## src/rtl/ccu_pkg.sv

```systemverilog
// Shared encodings for the status condition-code unit.
// Assumes bit 15 of the status word is its most significant (mode) bit.
package ccu_pkg;
    typedef enum logic [1:0] {
        PAT_NONE  = 2'd0,
        PAT_ARITH = 2'd1,
        PAT_BYTE  = 2'd2,
        PAT_CMP   = 2'd3
    } ccu_pat_e;

    localparam logic [1:0] CC_GT  = 2'b00;
    localparam logic [1:0] CC_LT  = 2'b01;
    localparam logic [1:0] CC_EQ  = 2'b10;
    localparam logic [1:0] CC_BAD = 2'b11;

    localparam int SW_TRAP  = 13;
    localparam int SW_OVF   = 11;
    localparam int SW_CARRY = 10;
    localparam int SW_CC_LO = 8;
endpackage

```

## src/rtl/ccu_cc_select.sv

```systemverilog
// Computes the candidate two-bit condition code for the selected pattern.
// Purely combinational; assumes WORD_W >= 8 and opnd_b holds two words.
module ccu_cc_select
    import ccu_pkg::*;
#(
    parameter int WORD_W = 16,
    parameter int NWORDS = 4,
    localparam int SZ_W  = $clog2(NWORDS)
) (
    input  logic [1:0]               pattern,
    input  logic [SZ_W-1:0]          size,
    input  logic                     is_signed,
    input  logic [NWORDS*WORD_W-1:0] opa,
    input  logic [2*WORD_W-1:0]      opb,
    output logic [1:0]               cc_out
);
    logic [NWORDS-1:0] word_nz;
    logic [1:0] cc_arith, cc_byte, cc_cmp;

    // Per-word nonzero detect for the arithmetic pattern
    for (genvar w = 0; w < NWORDS; w++) begin : g_nz
        assign word_nz[w] = |opa[w*WORD_W +: WORD_W];
    end

    // Arithmetic pattern: zero over the selected words, sign from the top word
    always_comb begin
        logic any_nz;
        logic sgn;
        any_nz = 1'b0;
        for (int i = 0; i < NWORDS; i++) begin
            if (i <= int'(size)) any_nz = any_nz | word_nz[i];
        end
        sgn = opa[(int'(size) + 1) * WORD_W - 1] & is_signed;
        if (!any_nz)  cc_arith = CC_EQ;
        else if (sgn) cc_arith = CC_LT;
        else          cc_arith = CC_GT;
    end

    // Byte pattern: ASCII digit, letter or other
    always_comb begin
        logic [7:0] ch;
        ch = opa[7:0];
        if (ch >= 8'h30 && ch <= 8'h39)
            cc_byte = CC_GT;
        else if ((ch >= 8'h41 && ch <= 8'h5A) || (ch >= 8'h61 && ch <= 8'h7A))
            cc_byte = CC_EQ;
        else
            cc_byte = CC_LT;
    end

    // Compare pattern: upper words with optional sign flip, then lower words
    always_comb begin
        logic [WORD_W-1:0] ahi, bhi, alo, blo, flip;
        flip = {is_signed, {(WORD_W-1){1'b0}}};
        ahi  = opa[2*WORD_W-1:WORD_W];
        alo  = opa[WORD_W-1:0];
        bhi  = opb[2*WORD_W-1:WORD_W];
        blo  = opb[WORD_W-1:0];
        if (ahi == bhi) begin
            if (alo == blo)     cc_cmp = CC_EQ;
            else if (alo < blo) cc_cmp = CC_LT;
            else                cc_cmp = CC_GT;
        end else if ((ahi ^ flip) < (bhi ^ flip)) begin
            cc_cmp = CC_LT;
        end else begin
            cc_cmp = CC_GT;
        end
    end

    // Pattern mux
    always_comb begin
        unique case (ccu_pat_e'(pattern))
            PAT_ARITH: cc_out = cc_arith;
            PAT_BYTE:  cc_out = cc_byte;
            PAT_CMP:   cc_out = cc_cmp;
            default:   cc_out = CC_BAD;
        endcase
    end
endmodule

```

## src/rtl/ccu_flag_test.sv

```systemverilog
// Remaps the stored code to a one-hot flag and tests it against a mask.
// Assumes flag order bit0 less, bit1 equal, bit2 greater; code 11 maps to 000.
module ccu_flag_test
    import ccu_pkg::*;
(
    input  logic [1:0] cc,
    input  logic [2:0] mask,
    output logic       pass
);
    logic [2:0] hot;

    // One-hot remap with greater moved to its own bit
    always_comb begin
        hot[0] = (cc == CC_LT);
        hot[1] = (cc == CC_EQ);
        hot[2] = (cc == CC_GT);
        pass   = |(hot & mask);
    end
endmodule

```

## src/rtl/ccode_status_unit.sv

```systemverilog
// Status word register with condition-code, carry and overflow update paths.
// Assumes a whole-word load overrides every field update in the same cycle;
// the overflow request uses the trap-enable bit stored before the edge.
module ccode_status_unit
    import ccu_pkg::*;
#(
    parameter int WORD_W = 16,
    parameter int NWORDS = 4,
    localparam int SZ_W  = $clog2(NWORDS)
) (
    input  logic                     clk,
    input  logic                     rst_n,
    input  logic                     status_load,
    input  logic [WORD_W-1:0]        status_din,
    input  logic                     cc_update,
    input  logic [1:0]               cc_pattern,
    input  logic [SZ_W-1:0]          arith_size,
    input  logic                     cmp_signed,
    input  logic [NWORDS*WORD_W-1:0] opnd_a,
    input  logic [2*WORD_W-1:0]      opnd_b,
    input  logic                     carry_we,
    input  logic                     carry_in,
    input  logic                     ovf_we,
    input  logic                     ovf_in,
    input  logic [2:0]               flag_mask,
    output logic [WORD_W-1:0]        status_word,
    output logic                     test_pass,
    output logic                     ovf_req
);
    logic [1:0] cc_next;
    logic       cc_write;

    ccu_cc_select #(.WORD_W(WORD_W), .NWORDS(NWORDS)) u_sel (
        .pattern   (cc_pattern),
        .size      (arith_size),
        .is_signed (cmp_signed),
        .opa       (opnd_a),
        .opb       (opnd_b),
        .cc_out    (cc_next)
    );

    ccu_flag_test u_test (
        .cc   (status_word[SW_CC_LO +: 2]),
        .mask (flag_mask),
        .pass (test_pass)
    );

    // A code write needs a real pattern
    assign cc_write = cc_update && (cc_pattern != PAT_NONE);

    // Status word and overflow request register
    always_ff @(posedge clk) begin
        if (!rst_n) begin
            status_word <= '0;
            ovf_req     <= 1'b0;
        end else if (status_load) begin
            status_word <= status_din;
            ovf_req     <= 1'b0;
        end else begin
            if (cc_write) status_word[SW_CC_LO +: 2] <= cc_next;
            if (carry_we) status_word[SW_CARRY]      <= carry_in;
            if (ovf_we)   status_word[SW_OVF]        <= ovf_in;
            ovf_req <= ovf_we && ovf_in && status_word[SW_TRAP];
        end
    end
endmodule

```

## config.mk

```make
export PLATFORM = sky130hd
export DESIGN_NAME = ccode_status_unit
export DESIGN_NICKNAME = d
export VERILOG_FILES = /design/src/rtl/ccu_pkg.sv /design/src/rtl/ccu_cc_select.sv /design/src/rtl/ccu_flag_test.sv /design/src/rtl/ccode_status_unit.sv
export SDC_FILE = /design/constraint.sdc
export NUM_CORES = 1
export LEC_CHECK = 0
export BUFFER_PORTS_ARGS = -buffer_cell sky130_fd_sc_hd__buf_2
export CORE_AREA = 2 2 72 74
export DETAILED_ROUTE_END_ITERATION = 7
export DIE_AREA = 0 0 74 76
export PLACE_DENSITY = 0.79
export REMOVE_ABC_BUFFERS = 1
export SLEW_MARGIN = 40
export SYNTH_ARGS = -nofsm -noshare
export SYNTH_HDL_FRONTEND = slang
export SYNTH_SLANG_ARGS = --single-unit
```

## constraint.sdc

```tcl
create_clock -name clk -period 2.1 [get_ports clk]
set_input_delay 0.105 -clock clk [delete_from_list [all_inputs] [get_ports clk]]
set_output_delay 0.105 -clock clk [all_outputs]
set_load 0.05 [all_outputs]
```

==> results summary <==
The net total in the final layout came out at 537. The clock group share of total power came out at 22.9%. The slowest cell on the critical path is sky130_fd_sc_hd__or4_1. The final wirelength came out at 5500 um. The biggest cell delay along the critical path came out at 520 ps. The areal power density over the cells came out at 388 nW/um^2.

STA puts the critical path data arrival time at 1780 ps. The max-slew violation total from the final report came out at 0. The count of final setup violators is 0.

At the end of routability-driven placement, the weighted congestion stood at 0.828. The finished cells cover 2710 sq um. STA classifies the critical path endpoint as a flop. The number of antenna-violating nets in the routed design came out at 0. The switching part of the total came out at 35.6%. The clock latency on the worst-skew pair is 250 ps.

The number of gates resized after CTS came out at 0. The required time of the critical path came out at 2250 ps. By area the synthesized netlist is led by sky130_fd_sc_hd__ha_1 23%, sky130_fd_sc_hd__dfxtp_1 18%, sky130_fd_sc_hd__mux2i_1 8.0%. The count of H-tree levels built during CTS came out at 1. In the synthesized netlist the dominant register cell turns out to be sky130_fd_sc_hd__dfxtp_1.

The largest net degree at the start of global routing is 22. The clock sink count came out at 17. Ranked by instance count, the synthesized netlist is headed by 34 x sky130_fd_sc_hd__ha_1, 34 x sky130_fd_sc_hd__inv_1, 17 x sky130_fd_sc_hd__dfxtp_1, 15 x sky130_fd_sc_hd__a21oi_1, 15 x sky130_fd_sc_hd__mux2i_1. The internal power is 0.678 mW. The final number of hold-violating endpoints came to 0. The maximum achievable frequency came out at 0.611 GHz. After detailed placement, the total cell area comes to 2670 sq um. The setup slack at placement came out at 199 ps. The post-synthesis cell type count came out at 44. The count of buffers added by post-CTS timing repair for setup is 0.

Of the cells placed in the final design, the portion with a size suffix greater than 1 is 41.7%. The worst setup path is launched from a primary input. The global-route wire length before repair is 8980 um. The total congestion overflow came out at 0. In this run the tool buffered the top-level ports with 145 buffer cells.

The overall die width came out at 74 um. For this design the static power due to leakage is 1.50 nW. The count of vias placed by the detailed router is 2,211. The portion of the clock cycle consumed by the worst path in the final layout is 78.0%. The sequential fraction of the synthesis area came out at 18.2%. The net switching power figure came out at 0.375 mW. For the final database, setup skew stands at 0.402 ps. The buffer levels on the longest clock path is 2.

The clock root buffer is sky130_fd_sc_hd__clkbuf_8. The die area is 5620 sq um. The class of the most critical setup path is in2reg.

The maximum vdd drop is 0.393 mV. The cell count after placement came out at 440. The reported max-cap violation count is 0. The number of top-level design ports came out at 146. Traced cell by cell, the critical path runs through buf_2 -> ha_1 -> nand4_1 -> or4_1 -> o311ai_0 -> o22ai_1 -> o21a_1. Global routing used 19.5% of the available tracks. The relative contribution of combinational cells to total power came out at 43.4%.

The fraction of synthesis flops using an asynchronous set or reset pin is 0%. The fraction of synthesized cell area taken by the top area cell type came out at 22.8%. The number of antenna violations at the first check in global routing is 0. The initial detailed-routing violation count came out at 42.

The remaining max-slew budget at the tightest pin came out at 67.7%. The count of flip-flops with a built-in enable after synthesis is 0. The placeable core area came out at 4910 sq um. The synthesized area divided by synthesized cell count came out at 8.16 sq um.

In the post-route analysis, the smallest setup slack over all paths is 463 ps. The synthesized design spends more area on one cell type than any other, namely sky130_fd_sc_hd__ha_1. The die is 76 um tall.

The share of total power dissipated in sequential elements is 33.7%. The total power is 1.05 mW. The slew at the pin with the worst max-slew slack came out at 477 ps. The first detailed-routing pass took 4 iterations. After the flow finishes, the layout carries non-filler instances totaling 444.

The average routed wire per standard cell came out at 12.4 um. After detailed routing, the number of remaining DRC violations is 0. The wire-length estimate of the detail-placed layout is 4890 um. The register bit total from synthesis came out at 17.

The classification of the worst-slack hold path is in2reg. In the synthesized netlist, the number of instances is 229. The number of antenna diodes in the final layout is 0. The flow ran to the end, and the final reports show no timing, DRC or antenna violations.

In this run the core area contains 26 standard-cell rows. The final critical path time including I/O delays and setup came out at 1640 ps. The synthesized netlist occupies a cell area of 1870 sq um. The TritonCTS buffer count came out at 3. The largest fanout of any net on the critical path came out at 2.

Setup repair after global routing left no endpoint under its margin. The number of buffer and inverter stages on the critical path came out at 1. In the routed layout, each cell is associated on average with a via count of 4.98. TritonCTS built the clock tree. The number of warnings reported in the yosys synthesis log came out at 0. The kind of cell with the highest combined delay along the critical path is simple AND/OR/NAND/NOR gates. The via count of the first global-routing pass was 2,256. The effective utilization at floorplan is 38.0%. Summed over all failing endpoints, the final setup total negative slack is 0 ps. The number of buffers inserted for hold repair after clock tree synthesis is 0. Clock-pin slew was measured on the worst setup and hold paths at 70 ps. The post-synthesis to final-layout area growth is 45.2%.
==> final cells by class <==
cell class | count | area, sq um
fill | 462 | 2200
sequential | 17 | 340
inverter | 34 | 128
timing repair buffer | 145 | 726
clock inverter | 1 | 5.00
clock buffer | 3 | 41.3
tap | 70 | 87.6
multi-input combinational | 174 | 1390
==> final timing paths <==
kind / startpoint / endpoint / slack (ps) / cells after the start
worst max-delay path: opnd_a[14] / status_word[8]$_SDFFE_PN0P_ / 460 / 7
worst min-delay path: status_din[6] / status_word[6]$_SDFFE_PN0P_ / 110 / 3
worst max register to register: status_word[8]$_SDFFE_PN0P_ / status_word[8]$_SDFFE_PN0P_ / 1130 / 3
worst min register to register: status_word[13]$_SDFFE_PN0P_ / ovf_req$_SDFF_PP0_ / 500 / 1
==> registers in the layout (all words and copies together) (netlist names) <==
signal,count
status_word,16
ovf_req,1
==> cells by family (layout without fill, tap and decap cells) <==
group / after synthesis / in the layout / share of synthesized area [%]
muxes: 16 / 16 / 9.24
adders and majority gates: 34 / 34 / 22.8
and+or+nand+nor: 77 / 77 / 25.0
xor gates and xnor gates: 1 / 1 / 0.469
buffers and inverters: 38 / 183 / 7.64
AOI/OAI and AO/OA: 46 / 46 / 16.7
DFF: 17 / 17 / 18.2
==> per-stage QoR <==
stage               hold slack, ps  util, %
floorplan                      181        -
global placement               357     54.3
detailed placement             371     54.3
CTS                            115     55.2
global route                   128     55.2
finish                         114     55.2
==> power by group through the flow <==
stage	combinational [mW]	sequential (mW)	clock, mW
2_1_floorplan	0.183	0.427	0
3_3_place_gp	0.449	0.361	0
3_5_place_dp	0.463	0.361	0
4_1_cts	0.464	0.355	0.246
5_1_grt	0.516	0.357	0.259
6_report	0.458	0.355	0.241
==> layout by cell type (no fill, tap or decap), types with 2 or more instances in the layout <==
cell type and n:
sky130_fd_sc_hd__mux2i_1 15, sky130_fd_sc_hd__dfxtp_1 17, sky130_fd_sc_hd__a21o_1 3, sky130_fd_sc_hd__nor4_1 13
sky130_fd_sc_hd__o21ai_0 9, sky130_fd_sc_hd__o21ai_1 4, sky130_fd_sc_hd__nand3_1 5, sky130_fd_sc_hd__nand3b_1 2
sky130_fd_sc_hd__ha_1 34, sky130_fd_sc_hd__nor2_1 9, sky130_fd_sc_hd__nor2b_1 13, sky130_fd_sc_hd__buf_2 145
sky130_fd_sc_hd__nand2b_1 4, sky130_fd_sc_hd__and4_1 3, sky130_fd_sc_hd__and2_1 2, sky130_fd_sc_hd__a41oi_1 3
sky130_fd_sc_hd__nand4_1 7, sky130_fd_sc_hd__clkbuf_8 3, sky130_fd_sc_hd__a21oi_1 15, sky130_fd_sc_hd__inv_1 34
sky130_fd_sc_hd__nand2_1 10
==> tightest hold or removal path: cells and delay by family <==
kind                   cells  cell delay [ps]
buffers and inverters      1               80
multiplexers               1               50
AND/OR/NAND/NOR            1               90
==> metal layers <==
metal	wire, um	GRT usage (%)	up-vias	part of all wire [%]
li1	-	-	1128	-
met1	2260	22.4	978	41
met2	2770	37.3	101	50
met3	437	2.25	4	7.9
met4	29	3.64	0	0.53
met5	0	0	-	0
Note: power is estimated with default switching activity, not from simulation.
